## src/rtl/otp_cmd_pkg.sv

```systemverilog
package otp_cmd_pkg;

  // Command slots, ordered by ascending bit number in the command word.
  localparam int NCMD     = 9;
  localparam int C_PROG   = 0;
  localparam int C_CKSUM  = 1;
  localparam int C_INVAL  = 2;
  localparam int C_HIDE   = 3;
  localparam int C_READ   = 4;
  localparam int C_FLUSH  = 5;
  localparam int C_KBGO   = 6;
  localparam int C_KBHALT = 7;
  localparam int C_REFR   = 8;

  localparam int          KEY_W      = 16;
  localparam logic [15:0] UNLOCK_KEY = 16'h7167;

  // Slots that need the key, and slots that busy refuses.
  localparam logic [NCMD-1:0] PRIV_MASK = 9'b0_0000_1111;
  localparam logic [NCMD-1:0] BUSY_MASK = 9'b0_0001_1111;

  // Bit position in the written word of each command slot.
  function automatic int cmd_bit(input int slot);
    case (slot)
      C_PROG:   return 0;
      C_CKSUM:  return 1;
      C_INVAL:  return 2;
      C_HIDE:   return 4;
      C_READ:   return 6;
      C_FLUSH:  return 7;
      C_KBGO:   return 8;
      C_KBHALT: return 9;
      default:  return 15;
    endcase
  endfunction

endpackage

```

## src/rtl/otp_cmd_decode.sv

```systemverilog
module otp_cmd_decode
  import otp_cmd_pkg::*;
#(
  parameter int DATA_W = 32
) (
  input  logic              wr_en,
  input  logic [DATA_W-1:0] wr_data,
  input  logic              wprot_en,
  input  logic              busy_in,
  input  logic              sel_hidden,
  input  logic              sel_locked,
  output logic [NCMD-1:0]   grant,
  output logic              key_bad,
  output logic              busy_bad
);

  localparam int KEY_LSB = DATA_W - KEY_W;

  logic              accept;
  logic              key_ok;
  logic [NCMD-1:0]   req;
  logic [NCMD-1:0]   permit;
  logic [NCMD:0]     taken;
  logic              unused_cmd_bits;

  assign accept = wr_en & ~wprot_en;
  assign key_ok = (wr_data[KEY_LSB +: KEY_W] == UNLOCK_KEY);

  // Bits of the command field that carry no command.
  assign unused_cmd_bits = ^{wr_data[3], wr_data[5], wr_data[14:10]};

  genvar gi;
  generate
    for (gi = 0; gi < NCMD; gi++) begin : g_req
      localparam int BITPOS = cmd_bit(gi);
      assign req[gi] = accept & wr_data[BITPOS];
    end
  endgenerate

  always_comb begin
    permit = req;
    for (int i = 0; i < NCMD; i++) begin
      if (PRIV_MASK[i] && !key_ok) permit[i] = 1'b0;
      if (BUSY_MASK[i] && busy_in) permit[i] = 1'b0;
    end
    if (sel_locked) permit[C_PROG] = 1'b0;
    if (sel_hidden) permit[C_READ] = 1'b0;
  end

  // Lowest permitted slot wins.
  assign taken[0] = 1'b0;
  generate
    for (gi = 0; gi < NCMD; gi++) begin : g_pick
      assign grant[gi]   = permit[gi] & ~taken[gi];
      assign taken[gi+1] = taken[gi] | permit[gi];
    end
  endgenerate

  assign key_bad  = (|(req & PRIV_MASK)) & ~key_ok;
  assign busy_bad = (|(req & BUSY_MASK)) & busy_in;

  // the picker never grants two commands.
  always_comb begin
    a_r8_single_grant: assert ($onehot0(grant));
  end

endmodule

```

## src/rtl/otp_pkt_table.sv

```systemverilog
module otp_pkt_table #(
  parameter int NPKT  = 16,
  parameter int IDX_W = 4
) (
  input  logic             clk,
  input  logic             rst,
  input  logic [NPKT-1:0]  init_locked,
  input  logic [NPKT-1:0]  init_invalid,
  input  logic [IDX_W-1:0] sel,
  input  logic             set_hidden,
  input  logic             set_locked,
  input  logic             set_invalid,
  output logic [NPKT-1:0]  hidden_q,
  output logic [NPKT-1:0]  locked_q,
  output logic [NPKT-1:0]  invalid_q,
  output logic             sel_hidden,
  output logic             sel_locked
);

  logic sel_valid;
  assign sel_valid = (int'(sel) < NPKT);

  genvar gp;
  generate
    for (gp = 0; gp < NPKT; gp++) begin : g_pkt
      logic hit;
      assign hit = sel_valid && (int'(sel) == gp);
      always_ff @(posedge clk) begin
        if (rst) begin
          hidden_q[gp]  <= 1'b0;
          locked_q[gp]  <= init_locked[gp];
          invalid_q[gp] <= init_invalid[gp];
        end else if (hit) begin
          if (set_hidden)  hidden_q[gp]  <= 1'b1;
          if (set_locked)  locked_q[gp]  <= 1'b1;
          if (set_invalid) invalid_q[gp] <= 1'b1;
        end
      end
    end
  endgenerate

  assign sel_hidden = sel_valid ? hidden_q[sel] : 1'b1;
  assign sel_locked = sel_valid ? locked_q[sel] : 1'b1;

  // a hidden flag stays set until reset.
  a_r4_hidden_sticky: assert property (@(posedge clk) disable iff (rst)
    1'b1 |=> ((hidden_q & $past(hidden_q)) == $past(hidden_q)));

  // a locked flag stays set until reset.
  a_r5_locked_sticky: assert property (@(posedge clk) disable iff (rst)
    1'b1 |=> ((locked_q & $past(locked_q)) == $past(locked_q)));

  // an invalid flag stays set until reset.
  a_r6_invalid_sticky: assert property (@(posedge clk) disable iff (rst)
    1'b1 |=> ((invalid_q & $past(invalid_q)) == $past(invalid_q)));

endmodule

```

## src/rtl/otp_cmd_front.sv

```systemverilog
module otp_cmd_front
  import otp_cmd_pkg::*;
#(
  parameter int NPKT   = 16,
  parameter int DATA_W = 32,
  parameter int IDX_W  = (NPKT > 1) ? $clog2(NPKT) : 1
) (
  input  logic              clk,
  input  logic              rst,
  input  logic              wr_en,
  input  logic [DATA_W-1:0] wr_data,
  input  logic              wprot_en,
  input  logic              busy_in,
  input  logic [IDX_W-1:0]  pkt_sel,
  input  logic [NPKT-1:0]   init_locked,
  input  logic [NPKT-1:0]   init_invalid,
  output logic              prog_stb,
  output logic              cksum_stb,
  output logic              inval_stb,
  output logic              hide_stb,
  output logic              read_stb,
  output logic              flush_stb,
  output logic              kb_start_stb,
  output logic              kb_stop_stb,
  output logic              refresh_stb,
  output logic [IDX_W-1:0]  stb_pkt,
  output logic              key_err,
  output logic              busy_err,
  output logic [NPKT-1:0]   hidden_flags,
  output logic [NPKT-1:0]   locked_flags,
  output logic [NPKT-1:0]   invalid_flags
);

  localparam int KEY_LSB = DATA_W - KEY_W;

  logic [NCMD-1:0]  grant;
  logic [NCMD-1:0]  stb_q;
  logic [IDX_W-1:0] pkt_q;
  logic             key_bad, busy_bad;
  logic             sel_hidden, sel_locked;
  logic             key_err_q, busy_err_q;

  otp_pkt_table #(
    .NPKT  (NPKT),
    .IDX_W (IDX_W)
  ) u_table (
    .clk          (clk),
    .rst          (rst),
    .init_locked  (init_locked),
    .init_invalid (init_invalid),
    .sel          (pkt_sel),
    .set_hidden   (grant[C_HIDE]),
    .set_locked   (grant[C_CKSUM]),
    .set_invalid  (grant[C_INVAL]),
    .hidden_q     (hidden_flags),
    .locked_q     (locked_flags),
    .invalid_q    (invalid_flags),
    .sel_hidden   (sel_hidden),
    .sel_locked   (sel_locked)
  );

  otp_cmd_decode #(
    .DATA_W (DATA_W)
  ) u_decode (
    .wr_en      (wr_en),
    .wr_data    (wr_data),
    .wprot_en   (wprot_en),
    .busy_in    (busy_in),
    .sel_hidden (sel_hidden),
    .sel_locked (sel_locked),
    .grant      (grant),
    .key_bad    (key_bad),
    .busy_bad   (busy_bad)
  );

  always_ff @(posedge clk) begin
    if (rst) begin
      stb_q      <= '0;
      pkt_q      <= '0;
      key_err_q  <= 1'b0;
      busy_err_q <= 1'b0;
    end else begin
      stb_q <= grant;
      if (|grant)   pkt_q      <= pkt_sel;
      if (key_bad)  key_err_q  <= 1'b1;
      if (busy_bad) busy_err_q <= 1'b1;
    end
  end

  assign prog_stb     = stb_q[C_PROG];
  assign cksum_stb    = stb_q[C_CKSUM];
  assign inval_stb    = stb_q[C_INVAL];
  assign hide_stb     = stb_q[C_HIDE];
  assign read_stb     = stb_q[C_READ];
  assign flush_stb    = stb_q[C_FLUSH];
  assign kb_start_stb = stb_q[C_KBGO];
  assign kb_stop_stb  = stb_q[C_KBHALT];
  assign refresh_stb  = stb_q[C_REFR];
  assign stb_pkt      = pkt_q;
  assign key_err      = key_err_q;
  assign busy_err     = busy_err_q;

  // at most one strobe is visible at a time.
  a_r8_one_strobe: assert property (@(posedge clk) disable iff (rst)
    $onehot0({prog_stb, cksum_stb, inval_stb, hide_stb, read_stb,
              flush_stb, kb_start_stb, kb_stop_stb, refresh_stb}));

  // a protected write issues nothing and leaves both error flags alone.
  a_r1_protected: assert property (@(posedge clk) disable iff (rst)
    (wr_en && wprot_en) |=>
      (stb_q == '0 && $stable(key_err) && $stable(busy_err)));

  // a wrong key never yields a privileged strobe.
  a_r2_key_gate: assert property (@(posedge clk) disable iff (rst)
    (wr_en && wr_data[KEY_LSB +: KEY_W] != UNLOCK_KEY) |=>
      !(prog_stb || cksum_stb || inval_stb || hide_stb));

  // busy blocks privileged commands and reads.
  a_r9_busy_block: assert property (@(posedge clk) disable iff (rst)
    (wr_en && busy_in) |=>
      !(prog_stb || cksum_stb || inval_stb || hide_stb || read_stb));

  // no read strobe for a packet that is hidden.
  a_r4_hidden_read: assert property (@(posedge clk) disable iff (rst)
    (wr_en && int'(pkt_sel) < NPKT && hidden_flags[pkt_sel]) |=> !read_stb);

  // no program strobe for a packet that is locked.
  a_r5_locked_prog: assert property (@(posedge clk) disable iff (rst)
    (wr_en && int'(pkt_sel) < NPKT && locked_flags[pkt_sel]) |=> !prog_stb);

  // the key error flag stays set until reset.
  a_r2_key_err_sticky: assert property (@(posedge clk) disable iff (rst)
    key_err |=> key_err);

endmodule

```

## config.mk

```make
export PLATFORM = sky130hd
export DESIGN_NAME = otp_cmd_front
export DESIGN_NICKNAME = d
export VERILOG_FILES = /design/src/rtl/otp_cmd_pkg.sv /design/src/rtl/otp_cmd_decode.sv /design/src/rtl/otp_pkt_table.sv /design/src/rtl/otp_cmd_front.sv
export SDC_FILE = /design/constraint.sdc
export NUM_CORES = 1
export LEC_CHECK = 0
export BUFFER_PORTS_ARGS = -buffer_cell sky130_fd_sc_hd__buf_2
export CAP_MARGIN = 20
export CORE_ASPECT_RATIO = 1.25
export CORE_MARGIN = 5
export CORE_UTILIZATION = 30
export DETAILED_ROUTE_END_ITERATION = 12
export PLACE_DENSITY = 0.6
export RECOVER_POWER = 50
export SLEW_MARGIN = 20
export SYNTH_ARGS = -nofsm -noshare
export SYNTH_HDL_FRONTEND = slang
export SYNTH_SLANG_ARGS = --single-unit
```

## constraint.sdc

```tcl
create_clock -name clk -period 3.4 [get_ports clk]
set_clock_uncertainty 0.1 [all_clocks]
set_input_delay 0.17 -clock clk [delete_from_list [all_inputs] [get_ports clk]]
set_output_delay 0.17 -clock clk [all_outputs]
set_load 0.01 [all_outputs]
```

==> metrics.yaml <==
synthesis:
  ys_ff_latch: 63
  seq_area_frac_synth_pct: 51.03
  avgSynthCellArea_um2: 10.84
  synth.most_common_cell: "nand2b_1"
  syn-instance-count: 286
  yosysUniqueCellTypes: 45
  ys.flop_type: "edfxtp_1"
  syn-num-nets: 359
  yosysWarnings: 0
  yosys.area.top_type: "edfxtp_1"
  synth_top_area_share_pct: 31.01
  synthArstFlopShare_pct: 0
  synthTopCellsByCount: "42 x nand2b_1, 32 x edfxtp_1, 32 x o21bai_1, 31 x dfxtp_1, 20 x inv_1"
  synth.area.top_cells: "edfxtp_1 31%, dfxtp_1 20%, nand2b_1 8.5%"
  syn_area_um2: 3099
  synth_edf_count: 32
power_and_ir_drop:
  internal-power_mw: 1.458
  vdd_drop_max_mv: 0.2258
  p_leak_nw: 1.603
  p_sw_uw: 454.4
  pwr-share-clk_pct: 43.1
  seq_power_share_pct: 44.6
  p_comb_share_pct: 12.3
  p_per_area_nw_per_um2: 443.6
  power_switching_share_pct: 23.76
timing:
  min_period_over_period_pct: 74.31
  hold_ws_ns: 0.006055
  fin_setup_tns_ns: 0
  setup_viol: 0
  drv_slew: 93
  fin_crit_ns: 2.527
  rsz0062_at_grt: "false"
  slew_headroom_pct: -8.157
  max_freq_mhz: 395.8
  hold_violations: 0
  tightest_slew_ns: 1.622
setup_path:
  crit_path_end_kind: "register"
  worstPathRequired_ns: 3.32
  startpoint_type: "input port"
  cp_max_fo: 21
  critical_path_class: "input port to register"
  arrival_ns: 2.45
floorplan:
  row_count: 41
  die_h_um: 123.6
  initial_core_util_pct: 30.67
  die-width_um: 100.9
  core_region_area_um2: 10110
  pin_count: 136
  dieArea_um2: 12480
layout:
  synthToLayoutAreaGrowth_pct: 39.12
  final_net_count: 511
  drive_above_1_share_pct: 20.77
  fin_util_pct: 42.66
  fillers: 1014
  num_antenna_cells: 0
  final_cell_count_no_fill: 572
grt:
  grt_use_total_pct: 15.45
  antenna_found_initial: 0
  grt_max_degree: 93
  grt_overflow_total: 0
  grt_first_pass_wirelength_um: 14570
  grt_pass1_vias: 2781
routing:
  drtPass1Iterations: 8
  drtIter0Drc: 135
  via_count: 2697
  avgRoutedWirePerCell_um: 16.58
  via_per_inst: 4.715
  post-route-drc-count: 0
  totalWireLength_um: 9486
  postRouteAntennaNets: 0
clocking:
  clk_latency_ns: 0.33
  post_cts_buffers: 0
  clock_path_buffers: 2
  cts_sinks: 63
  numCtsBuffers: 9
  cts_resized: 0
  path_clk_slew_ns: 0.05
  cts_tree: "built"
  htree_levels: 3
  root_buffer: "clkbuf_16"
placement:
  port_buffers: 128
  gp_congestion: 0.7933
  hpwl_um: 6840
  dp.cells: 524
outcome:
  failed_checks: "max-capacitance violations, max-slew violations"
  status: "finished with violations"
hold_path:
  hold_class: "input port to register"
job:
  drv_cap: 1
## cell usage in the layout (no fill, tap or decap), drive strengths merged, types with 2 or more instances in the layout
| cell type | synthesis | final |
|---|---|---|
| buf | 9 | 64 |
| dfxtp | 31 | 31 |
| nand4 | 3 | 3 |
| clkbuf | 11 | 77 |
| a31oi | 2 | 2 |
| nor2 | 6 | 6 |
| o21ai | 2 | 2 |
| a22oi | 2 | 2 |
| nand2b | 42 | 42 |
| nand4b | 2 | 2 |
| nand3 | 9 | 9 |
| nor3 | 2 | 2 |
| inv | 20 | 20 |
| edfxtp | 32 | 32 |
| and2 | 2 | 2 |
| a21oi | 2 | 2 |
| and4b | 2 | 2 |
| nor2b | 4 | 4 |
| mux2 | 4 | 4 |
| o22ai | 17 | 17 |
| nor4bb | 3 | 3 |
| dlygate4sd3 | 0 | 32 |
| nor4b | 2 | 2 |
| nor4 | 2 | 2 |
| o21bai | 32 | 32 |
| o211ai | 2 | 2 |
| a311oi | 2 | 2 |
| nand2 | 14 | 14 |
| mux2i | 10 | 10 |
| clkinv | 0 | 3 |
| nor3b | 3 | 3 |
| mux4 | 3 | 3 |
| and3 | 3 | 3 |
## sequential cells by signal, indices dropped and copies added, names as in the netlist
name	count
u_table.hidden_q	16
u_table.invalid_q	16
u_table.locked_q	16
stb_q	9
stb_pkt	4
busy_err	1
key_err	1
## final cells by class
class | instances | area [um2] | share of cell area [%]
clock buffers | 12 | 246.5 | 5.717
inverters | 20 | 75.07 | 1.741
repair buffers | 161 | 885.9 | 20.55
well taps | 129 | 161.4 | 3.743
clock inverters | 4 | 21.27 | 0.4933
flip-flops and latches | 63 | 1582 | 36.68
multi-input cells | 183 | 1340 | 31.08
## repair_timing
item                                    in CTS  in global routing
endpoints found under the hold margin       32                  0
hold buffers                                32                  0
endpoints found under the setup margin       0                  0
## worst paths after layout
check / depth (start not counted) / slack, ns / from / end
max: 7 / 0.87 / pkt_sel[1] / u_table.locked_q[5]
min: 2 / 0.006 / init_invalid[7] / u_table.invalid_q[7]
max reg2reg: 6 / 0.87 / u_table.locked_q[14] / u_table.locked_q[5]
min reg2reg: 2 / 0.35 / busy_err / busy_err
## cell families after synthesis
group | count (synthesis) | synth area share [%]
simple gates | 104 | 21.60
flops | 63 | 51.03
compound gates | 62 | 14.78
buf+inv | 40 | 5.733
mux | 17 | 6.863
## stage by stage
stage / power (mW) / setup slack [ns] / cell area (um2)
2_1_floorplan: 0.9859 / 1.223 / 3099
3_3_place_gp: 1.082 / 0.5976 / 3806
3_5_place_dp: 1.085 / 0.4823 / 3806
4_1_cts: 1.954 / 0.8191 / 4394
5_1_grt: 2.005 / 0.7405 / 4312
6_report: 1.913 / 0.8735 / 4312
## power groups by stage
stage | combinational, mW | sequential, mW | clock [mW]
2_1_floorplan | 0.0998 | 0.886 | 0
3_3_place_gp | 0.215 | 0.867 | 0
4_1_cts | 0.247 | 0.852 | 0.855
6_report | 0.236 | 0.853 | 0.824
3_5_place_dp | 0.219 | 0.866 | 0
5_1_grt | 0.260 | 0.857 | 0.888
## metal layers
metal	vias to the layer above	track usage, %	routed length [um]
met5	-	0	0
met4	0	7.398	282
met3	17	4.538	596
met2	94	27.31	4881
met1	1243	16.84	3726
li1	1343	-	-
## worst max-delay path, stage by stage
cell      delay (ns)
buf_2           0.41
mux2_2          0.28
a311oi_1        0.11
nor2b_1         0.19
a311oi_4        0.51
nand3_2         0.44
o21bai_1        0.33
Note: power is estimated with default switching activity, not from simulation.
